<file path="src/rtl/spi_regs_pkg.sv">
// Package: shared types and constants for the serial register target.
// Assumes the instruction layout {dir, len[1:0], addr[12:0]}.
package spi_regs_pkg;
    localparam int ADDR_W = 13;
    localparam logic [1:0] LEN_STREAM = 2'b11;

    typedef enum logic [1:0] {
        PH_INSTR = 2'd0,
        PH_DATA  = 2'd1,
        PH_DONE  = 2'd2
    } phase_t;
endpackage

</file>
<file path="src/rtl/spi_edge_sync.sv">
// Module: brings cs_n, sck and mosi into the clk domain through STAGES
// flops each, then detects the serial clock edges. Assumes that sck is
// much slower than clk and that STAGES >= 2.
module spi_edge_sync #(
    parameter int STAGES = 2
) (
    input  logic clk,
    input  logic rst_n,
    input  logic cs_n,
    input  logic sck,
    input  logic mosi,
    output logic cs_act,
    output logic sck_rise,
    output logic sck_fall,
    output logic mosi_s
);
    localparam int TOP = STAGES - 1;

    logic [TOP:0] cs_p;
    logic [TOP:0] sck_p;
    logic [TOP:0] mo_p;
    logic         sck_d;

    // Synchroniser chains plus a delayed copy of sck for edge detection.
    always_ff @(posedge clk) begin
        if (!rst_n) begin
            cs_p  <= '1;
            sck_p <= '0;
            mo_p  <= '0;
            sck_d <= 1'b0;
        end else begin
            cs_p  <= {cs_p[TOP-1:0], cs_n};
            sck_p <= {sck_p[TOP-1:0], sck};
            mo_p  <= {mo_p[TOP-1:0], mosi};
            sck_d <= sck_p[TOP];
        end
    end

    assign cs_act   = !cs_p[TOP];
    assign sck_rise = sck_p[TOP] & !sck_d;
    assign sck_fall = !sck_p[TOP] & sck_d;
    assign mosi_s   = mo_p[TOP];
endmodule

</file>
<file path="src/rtl/spi_frame_ctrl.sv">
// Module: frames the serial stream. It takes in the 16-bit instruction,
// counts the data bytes, steps the address down, issues register writes
// and shifts read data out. Assumes synchronised inputs with single-cycle
// edge pulses.
module spi_frame_ctrl
    import spi_regs_pkg::*;
(
    input  logic              clk,
    input  logic              rst_n,
    input  logic              cs_act,
    input  logic              sck_rise,
    input  logic              sck_fall,
    input  logic              mosi_s,
    input  logic [7:0]        rd_data,
    output logic [ADDR_W-1:0] rd_addr,
    output logic              wr_en,
    output logic [ADDR_W-1:0] wr_addr,
    output logic [7:0]        wr_data,
    output logic              miso
);
    phase_t            phase;
    logic [3:0]        bit_cnt;
    logic [15:0]       shreg;
    logic [15:0]       sh_next;
    logic [ADDR_W-1:0] cur_addr;
    logic              is_rd;
    logic [1:0]        len_code;
    logic [1:0]        bytes_done;
    logic [7:0]        tx_sh;
    logic              miso_q;

    // Next value of the shift register and the address for the read prefetch.
    always_comb begin
        sh_next = {shreg[14:0], mosi_s};
        rd_addr = (phase == PH_INSTR) ? sh_next[ADDR_W-1:0] : cur_addr - 13'd1;
    end

    // Transaction sequencer: decodes the instruction, counts bytes, drives data out.
    always_ff @(posedge clk) begin
        if (!rst_n) begin
            phase      <= PH_INSTR;
            bit_cnt    <= '0;
            shreg      <= '0;
            cur_addr   <= '0;
            is_rd      <= 1'b0;
            len_code   <= '0;
            bytes_done <= '0;
            tx_sh      <= '0;
            miso_q     <= 1'b0;
            wr_en      <= 1'b0;
            wr_addr    <= '0;
            wr_data    <= '0;
        end else if (!cs_act) begin
            phase   <= PH_INSTR;
            bit_cnt <= '0;
            miso_q  <= 1'b0;
            wr_en   <= 1'b0;
        end else begin
            wr_en <= 1'b0;
            if (sck_rise) begin
                case (phase)
                    PH_INSTR: begin
                        shreg <= sh_next;
                        if (bit_cnt == 4'd15) begin
                            is_rd      <= sh_next[15];
                            len_code   <= sh_next[14:13];
                            cur_addr   <= sh_next[ADDR_W-1:0];
                            bytes_done <= '0;
                            tx_sh      <= rd_data;
                            bit_cnt    <= '0;
                            phase      <= PH_DATA;
                        end else begin
                            bit_cnt <= bit_cnt + 4'd1;
                        end
                    end
                    PH_DATA: begin
                        shreg <= sh_next;
                        if (bit_cnt == 4'd7) begin
                            wr_en      <= !is_rd;
                            wr_addr    <= cur_addr;
                            wr_data    <= sh_next[7:0];
                            cur_addr   <= cur_addr - 13'd1;
                            bytes_done <= bytes_done + 2'd1;
                            tx_sh      <= rd_data;
                            bit_cnt    <= '0;
                            if (len_code != LEN_STREAM && bytes_done == len_code)
                                phase <= PH_DONE;
                        end else begin
                            bit_cnt <= bit_cnt + 4'd1;
                        end
                    end
                    default: ;
                endcase
            end
            if (sck_fall) begin
                if (phase == PH_DATA && is_rd) begin
                    miso_q <= tx_sh[7];
                    tx_sh  <= {tx_sh[6:0], 1'b0};
                end else begin
                    miso_q <= 1'b0;
                end
            end
        end
    end

    assign miso = miso_q;

    p_addr_step_r7: assert property (@(posedge clk) disable iff (!rst_n)
        (cs_act && sck_rise && phase == PH_DATA && bit_cnt == 4'd7)
        |=> (cur_addr == $past(cur_addr) - 13'd1));

    p_miso_idle_r9: assert property (@(posedge clk) disable iff (!rst_n)
        !cs_act |=> !miso_q);

    p_miso_fall_r9: assert property (@(posedge clk) disable iff (!rst_n)
        (cs_act && !sck_fall) |=> $stable(miso_q));

    p_wr_dir_r2: assert property (@(posedge clk) disable iff (!rst_n)
        wr_en |-> !is_rd);

    p_bits_r5: assert property (@(posedge clk) disable iff (!rst_n)
        (phase != PH_INSTR) |-> (bit_cnt < 4'd8));
endmodule

</file>
<file path="src/rtl/spi_reg_bank.sv">
// Module: pairs of shadow and active byte registers. Writes land in the
// shadow registers. A write of bit 0 = 1 to the update address copies all
// shadow registers to the active ones at once. Assumes REG_COUNT <= UPD_ADDR.
module spi_reg_bank
    import spi_regs_pkg::*;
#(
    parameter int          REG_COUNT = 8,
    parameter logic [7:0]  CFG_RESET = 8'h10,
    parameter logic [12:0] UPD_ADDR  = 13'h05A
) (
    input  logic                   clk,
    input  logic                   rst_n,
    input  logic                   wr_en,
    input  logic [ADDR_W-1:0]      wr_addr,
    input  logic [7:0]             wr_data,
    input  logic [ADDR_W-1:0]      rd_addr,
    output logic [7:0]             rd_data,
    output logic [REG_COUNT*8-1:0] active_regs,
    output logic                   upd_strobe
);
    localparam int W = REG_COUNT * 8;

    logic [W-1:0]         shadow_q;
    logic [W-1:0]         active_q;
    logic [REG_COUNT-1:0] rd_hit;
    logic [REG_COUNT-1:0] wr_hit;
    logic                 upd_fire;

    // Per-register address decode for the read and write ports.
    for (genvar i = 0; i < REG_COUNT; i++) begin : g_dec
        assign rd_hit[i] = (rd_addr == ADDR_W'(i));
        assign wr_hit[i] = wr_en && (wr_addr == ADDR_W'(i));
    end

    assign upd_fire = wr_en && (wr_addr == UPD_ADDR) && wr_data[0];

    // Read mux: active value of the hit register, 0 when no register is hit.
    always_comb begin
        rd_data = '0;
        for (int i = 0; i < REG_COUNT; i++)
            if (rd_hit[i]) rd_data = active_q[i*8 +: 8];
    end

    // Shadow writes, the update copy and the strobe.
    always_ff @(posedge clk) begin
        if (!rst_n) begin
            shadow_q   <= {{(W-8){1'b0}}, CFG_RESET};
            active_q   <= {{(W-8){1'b0}}, CFG_RESET};
            upd_strobe <= 1'b0;
        end else begin
            upd_strobe <= upd_fire;
            for (int i = 0; i < REG_COUNT; i++)
                if (wr_hit[i]) shadow_q[i*8 +: 8] <= wr_data;
            if (upd_fire) active_q <= shadow_q;
        end
    end

    assign active_regs = active_q;

    p_hold_r3: assert property (@(posedge clk) disable iff (!rst_n)
        !upd_fire |=> $stable(active_q));

    p_copy_r4: assert property (@(posedge clk) disable iff (!rst_n)
        upd_fire |=> (active_q == $past(shadow_q)));

    p_strobe_r4: assert property (@(posedge clk) disable iff (!rst_n)
        upd_fire |=> upd_strobe);

    p_unimp_r10: assert property (@(posedge clk) disable iff (!rst_n)
        (wr_en && wr_addr >= ADDR_W'(REG_COUNT)) |=> $stable(shadow_q));
endmodule

</file>
<file path="src/rtl/spi_regs_target.sv">
// Module: top of the serial register target. It connects the pin
// synchroniser, the frame controller and the register bank. Assumes that
// sck runs at well under 1/8 of clk.
module spi_regs_target
    import spi_regs_pkg::*;
#(
    parameter int          REG_COUNT   = 8,
    parameter int          SYNC_STAGES = 2,
    parameter logic [7:0]  CFG_RESET   = 8'h10,
    parameter logic [12:0] UPD_ADDR    = 13'h05A
) (
    input  logic                   clk,
    input  logic                   rst_n,
    input  logic                   cs_n,
    input  logic                   sck,
    input  logic                   mosi,
    output logic                   miso,
    output logic [REG_COUNT*8-1:0] active_regs,
    output logic                   upd_strobe
);
    logic              cs_act;
    logic              sck_rise;
    logic              sck_fall;
    logic              mosi_s;
    logic [7:0]        rd_data;
    logic [ADDR_W-1:0] rd_addr;
    logic              wr_en;
    logic [ADDR_W-1:0] wr_addr;
    logic [7:0]        wr_data;

    spi_edge_sync #(.STAGES(SYNC_STAGES)) u_sync (
        .clk(clk), .rst_n(rst_n), .cs_n(cs_n), .sck(sck), .mosi(mosi),
        .cs_act(cs_act), .sck_rise(sck_rise), .sck_fall(sck_fall), .mosi_s(mosi_s)
    );

    spi_frame_ctrl u_frame (
        .clk(clk), .rst_n(rst_n), .cs_act(cs_act), .sck_rise(sck_rise),
        .sck_fall(sck_fall), .mosi_s(mosi_s), .rd_data(rd_data), .rd_addr(rd_addr),
        .wr_en(wr_en), .wr_addr(wr_addr), .wr_data(wr_data), .miso(miso)
    );

    spi_reg_bank #(.REG_COUNT(REG_COUNT), .CFG_RESET(CFG_RESET), .UPD_ADDR(UPD_ADDR)) u_bank (
        .clk(clk), .rst_n(rst_n), .wr_en(wr_en), .wr_addr(wr_addr), .wr_data(wr_data),
        .rd_addr(rd_addr), .rd_data(rd_data), .active_regs(active_regs),
        .upd_strobe(upd_strobe)
    );
endmodule

</file>
<file path="config.mk">
export PLATFORM = sky130hd
export DESIGN_NAME = spi_regs_target
export DESIGN_NICKNAME = d
export VERILOG_FILES = /design/src/rtl/spi_regs_pkg.sv /design/src/rtl/spi_edge_sync.sv /design/src/rtl/spi_frame_ctrl.sv /design/src/rtl/spi_reg_bank.sv /design/src/rtl/spi_regs_target.sv
export SDC_FILE = /design/constraint.sdc
export NUM_CORES = 1
export LEC_CHECK = 0
export ABC_AREA = 1
export ABC_CLOCK_PERIOD_IN_PS = 2800
export CORE_ASPECT_RATIO = 1.1
export CORE_MARGIN = 5
export CORE_UTILIZATION = 50
export DETAILED_ROUTE_END_ITERATION = 12
export PLACE_DENSITY = 0.7
export SYNTH_ARGS = -nofsm -noshare
export SYNTH_HDL_FRONTEND = slang
export SYNTH_SLANG_ARGS = --single-unit
</file>
<file path="constraint.sdc">
create_clock -name clk -period 2.8 [get_ports clk]
set_input_delay 0.56 -clock clk [delete_from_list [all_inputs] [get_ports clk]]
set_output_delay 0.56 -clock clk [all_outputs]
set_load 0.02 [all_outputs]
</file>
* Word-level counts from Yosys, hierarchy flattened
Cells that the tools add are included.
** Operators by class
- Equal/unequal tests :: 23
- Add/subtract/negate cells :: 3
- Reduce and logical (&&, ||, !) cells :: 28
- Muxes and demuxes :: 29
- Bitwise gates (word level) :: 7
** Operators with widths (count)
- 13-bit by 3-bit equality test with 1-bit output, second input constant :: 8
- 8-bit two-way mux :: 13
- 13-bit by 2-bit equality test with 1-bit output, second input constant :: 4
- 13-bit two-way mux :: 3
- 13-bit by 1-bit equality test with 1-bit output, second input constant :: 2
- 13-bit logical NOT :: 2
- 13-bit case mux with 2 select lines :: 1
- 8-bit case mux with 2 select lines :: 1
- 13-bit by 7-bit equality test with 1-bit output, second input constant :: 1
- 13-bit by 1-bit subtractor with 13-bit output, second input constant :: 1
- 1-bit logical AND :: 12
- 2-bit two-way mux :: 5
- 5-bit AND reduction :: 2
- 4-bit two-way mux :: 2
- 2-bit case mux with 2 select lines :: 2
- 4-bit case mux with 2 select lines :: 1
- 4-bit AND reduction :: 2
- 1-bit NOT :: 5
- 5-bit OR reduction :: 1
- 4-bit by 1-bit adder with 4-bit output, second input constant :: 1
- 4-bit by 3-bit equality test with 1-bit output, second input constant :: 1
- 4-bit equality test, second input constant :: 1
- 2-bit by 1-bit inequality test with 1-bit output, second input constant :: 2
- 2-bit inequality test, second input constant :: 2
- other kinds (11) :: 15
** Word-level totals
- Flip-flop bits (word level) :: 206
- Input bits :: 5
- Logic and storage cells :: 116
- Output and inout port bits :: 66

* Depth between registers and ports, before layout
- Word-level depth :: 16
- Depth in mapped cells :: 25
- Depth with buffers taken out :: 24

* Hierarchy
Synthesis repeated with hierarchy kept, for this count alone.
** Unflattened totals
- Cells, all modules :: 1205
- Area total of the unflattened synthesis :: 8852.2 um^2
** Modules (own cells, without submodules)
- spi_reg_bank :: instances 1, sequential area each 2582.5 um^2, cells each 713, area an instance 5366.4 um^2
- spi_frame_ctrl :: instances 1, sequential area each 1401.3 um^2, cells each 466, area an instance 3274.4 um^2
- spi_edge_sync :: instances 1, sequential area each 140.1 um^2, cells each 26, area an instance 211.5 um^2

* Least setup slack after synthesis
OpenSTA, ideal clock, no wires.
- Path kind :: register -> register
- From :: reg u_frame.cur_addr[1]
- To :: reg u_frame.tx_sh[6]
- Required time :: 2.688 ns
- Arrival time :: 2.198 ns
- Buffers on the path :: 0
- Library setup time :: 0.112 ns
- Slack :: 0.490 ns
- Period minus slack after synthesis :: 2.310 ns
- Stages on the path, launching flop included :: 22
- Cells stage by stage :: dfxtp_1 -> inv_1 -> ha_1 -> o21ai_1 -> inv_1 -> nor2_2 -> nand3_2 -> a21oi_4 -> nand2_2 -> or2_0 -> nand2_1 -> nand2_1 -> nand2_1 -> nand2_1 -> nand2_1 -> nand2_1 -> nand2_1 -> nand2_1 -> nand2_1 -> nand2_1 -> nand2_1 -> nand2_1
** On the way
- Word-level cells in the longest chain between the ends :: 16
- Elaborated cells on any way between the ends :: 24
- Classes of those cells :: add/sub: 1; eq/ne: 7; mux: 15; reduce/logical: 1
** RTL lines
- start: declaration :: RTL line spi_frame_ctrl.sv:25 : logic [ADDR_W-1:0] cur_addr;
- start signal: assignment :: RTL line spi_frame_ctrl.sv:67 : cur_addr <= sh_next[ADDR_W-1:0];
- start signal: assignment :: RTL line spi_frame_ctrl.sv:82 : cur_addr <= cur_addr - 13'd1;
- 13-bit by 1-bit subtractor with 13-bit output (*) :: RTL line spi_frame_ctrl.sv:35 : rd_addr = (phase == PH_INSTR) ? sh_next[ADDR_W-1:0] : cur_addr - 13'd1;
- 13-bit two-way mux (*) :: RTL line spi_frame_ctrl.sv:35
- 13-bit logical NOT :: RTL line spi_reg_bank.sv:31 : assign rd_hit[i] = (rd_addr == ADDR_W'(i));
- 8-bit two-way mux (7 in a row) :: RTL line spi_reg_bank.sv:41 : if (rd_hit[i]) rd_data = active_q[i*8 +: 8];
- 8-bit two-way mux (*) :: RTL line spi_reg_bank.sv:41
- 8-bit two-way mux, on equally long branches :: RTL line spi_frame_ctrl.sv:78, spi_frame_ctrl.sv:64
- 8-bit case mux with 2 select lines (*) :: RTL line spi_frame_ctrl.sv:61 : case (phase)
- 8-bit two-way mux (*) :: RTL line spi_frame_ctrl.sv:60 : if (sck_rise) begin
- 8-bit two-way mux :: RTL line spi_frame_ctrl.sv:96 : if (phase == PH_DATA && is_rd) begin
- 8-bit two-way mux (*) :: RTL line spi_frame_ctrl.sv:95 : if (sck_fall) begin
- end signal: assignment :: RTL line spi_frame_ctrl.sv:69 : tx_sh <= rd_data;
- end signal: assignment :: RTL line spi_frame_ctrl.sv:84 : tx_sh <= rd_data;
- end signal: assignment :: RTL line spi_frame_ctrl.sv:98 : tx_sh <= {tx_sh[6:0], 1'b0};
- end: declaration :: RTL line spi_frame_ctrl.sv:29 : logic [7:0] tx_sh;
Every way passes the cells marked *; elsewhere a longest branch is shown, timed or not.
A chain may end at the register's enable or synchronous reset.

* Worst setup path after layout
- From :: reg u_frame.cur_addr[0]
- To :: reg u_frame.tx_sh[2]
Same word-level chain as after synthesis.

==> qor.txt <==
CP peak stage delay: 0.32 ns
grt total ovfl: 0
hold crit path type: reg -> reg
Syn Nets: 1226
cell area power density: 550 nW/um^2
initial drt markers: 659
Routed WL: 24000 um
area of the multi-input gates: 4100 um^2
synth warn: 0
clk buf depth: 3
commonest non-fill, non-tap cell in the layout: dfxtp_1
post-route ant nets: 0
Fmax achieved: 0.388 GHz
Fin. Hold Viols: 0
Crit path depth: 23
Setup WS pre-CTS: 0.0575 ns
max cap viols: 0
CP endpoint kind: flip-flop
clock root cell: clkbuf_16
IO Pins: 71
Die Ht: 150 um
# DRC: 0
TritonCTS clock tree: built
routed wl met3: 1400 um
Slew @ Worst Pin: 0.751 ns
Core ar.: 17600 um^2
fill count: 1633
Min-Delay Path Depth: 2
Metal-1 WL: 10500 um
DR WL met2: 11300 um
fin worst setup slack: 0.223 ns
Reg2Reg Depth: 23
Avg Vias per Cell: 5.31
Post-Syn Instances: 1219
worst rel slew slack: 49.6%
first-pass GRT wire length: 37700 um
synthesized cell area: 8900 um^2
htree depth: 1
skew final: 0.0127 ns
# hold bufs at CTS: 0
total CTS buffers: 22
Yosys top cell area share: 46.3%
non-filler cells, final: 1538
dpl cells: 1487
clock period minus worst slack: 2.58 ns
number of synthesized flops with an enable pin: 0
ranking of synthesized cells by area: dfxtp_1 46%, nand2_1 8.3%, nor2_1 7.0%, o21ai_0 7.0%, a21oi_1 5.9%
ys flop type: dfxtp_1
leakage: 4.46 nW
Req. time, crit path: 3.24 ns
CP max-delay cell: dfxtp_2
worst-path fanout max: 11
Final Setup Violations: 0
Final HPWL DP: 15800 um
worst IR drop on VDD: 0.456 mV
final period utilization: 92.0%
status: complete, no violations
Top delay family on crit path: simple AND/OR/NAND/NOR gates
register area: 4130 um^2
synthesized area per cell: 7.30 um^2
Yosys top cell by area: dfxtp_1
critical path, cell by cell: inv_2 -> buf_6 -> nand2_2 -> nor2_2 -> nor2_1 -> nor2_4 -> nand3_4 -> a21oi_4 -> buf_4 -> nand3_4 -> nand2_1 -> inv_1 -> nand3_1 -> nand2_1 -> nand2_1 -> nand2_1 -> nand2_1 -> nand2_1 -> nand2_1 -> nand2_1 -> nand2_1 -> nand2_1 -> nand2_1
library cells used by synthesis: 46
Crit path top cell by count: nand2_1
Area Growth Syn to Fin: 21.1%
Seq/Total Area, Yosys: 46.3%
Die ar.: 20600 um^2
vias in the first global route: 7118
die span in x: 137 um
largest net degree at the start of global routing: 128
startpoint types: flip-flop
Initial Util: 50.5%
asr flop ratio synth: 0%
worst setup path category: reg -> reg
Skew-Pair Late Insertion Delay: 0.50 ns
total track usage: 22.9%
share of layout cells above drive strength 1: 9.77%
fin nets: 1292
DR top layer: met4
worst path bufs/invs: 4
Synth Register Bits: 206
Sink Count: 206
Cell Rows: 51
GP Congestion: 0.882
vias post-DR: 8169
1st-pass router iterations: 5
clock-pin slew on the worst setup and hold paths: 0.06 ns
ant diodes: 0
most frequent cells in the layout: 202 x dfxtp_1, 193 x nand2_1, 165 x nor2_1, 135 x inv_1, 121 x o21ai_0
initial antenna violation count: 0
port bufs: 70
routed wire length per instance: 15.6 um
crit path DAT: 3.02 ns
Final Max Tran Viols: 0
-- cells in the mapped netlist, drive strengths merged, types with 4 or more instances --
library cell and number:
nand4 4, clkbuf 49, a221oi 6, nor3 12, buf 11, or2 15
a211oi 65, nand2 203, inv 141, o21ai 129, a21oi 110, nand3 60
dfxtp 206, nor2 177
-- layer usage --
| layer | vias to the layer above | GRT usage (%) |
|---|---|---|
| li1 | 4152 | - |
| met1 | 3731 | 30.4 |
| met2 | 223 | 37.9 |
| met3 | 63 | 3.06 |
| met4 | 0 | 8.43 |
| met5 | - | 0 |
-- worst min-delay path: stages, from the launching register on --
cell	delay, ns
dfxtp_1	0.30
nand2_1	0.04
inv_1	0.04
-- area by class of cell --
cell class | count | area share (%)
Sequential cell | 206 | 38.3
Multi-Input combinational cell | 810 | 38.0
Timing Repair Buffer | 101 | 9.39
Clock buffer | 30 | 5.86
Inverter | 144 | 5.02
Tap cell | 238 | 2.76
Clock inverter | 9 | 0.685
-- path summary, 6_finish.rpt --
check | from | endpoint | slack (ns)
max | u_frame.cur_addr[0] | u_frame.tx_sh[2] | 0.22
min | u_sync.sck_p[0] | u_sync.sck_p[1] | 0.41
max reg2reg | u_frame.cur_addr[0] | u_frame.tx_sh[2] | 0.22
min reg2reg | u_sync.sck_p[0] | u_sync.sck_p[1] | 0.41
-- where the power goes --
part / switching, mW / internal (mW) / leakage [nW]
clock: 1.15 / 1.67 / 0.355
sequential: 0.00557 / 2.94 / 1.66
combinational: 0.115 / 0.0528 / 2.44
-- stage by stage --
step / utilization, % / power [mW] / hold WS [ns] / TNS [ns] / area, um^2
floorplan: - / 3.11 / 0.390 / 0 / 8900
global placement: 55.8 / 3.16 / 0.397 / 0 / 9840
detailed placement: 55.8 / 3.16 / 0.400 / 0 / 9840
CTS: 59.9 / 5.98 / 0.415 / 0 / 10500
global route: 61.2 / 6.15 / 0.429 / -0.00717 / 10800
finish: 61.2 / 5.93 / 0.413 / 0 / 10800
-- logic make-up after synthesis --
logic type	Yosys count	share of synthesized area (%)
DFF	206	46.3
adders and majority gates	2	0.281
xor gates and xnor gates	4	0.394
AOI/OAI and AO/OA	325	21.1
and+or+nand+nor	478	23.0
buffers and inverters	204	8.87
-- registers in the layout, indices dropped and copies added, names as in the netlist, 4 cells and up --
signal / cells
u_frame.wr_data: 8
u_frame.cur_addr: 13
u_bank.active_regs: 64
u_frame.wr_addr: 13
u_frame.tx_sh: 8
u_bank.shadow_q: 64
u_frame.shreg: 15
u_frame.bit_cnt: 4
-- timing repair --
action	CTS	global route
gates resized for setup	0	33
setup endpoints to repair	0	8
setup buffers	0	10
Note: power is estimated with default switching activity, not from simulation.
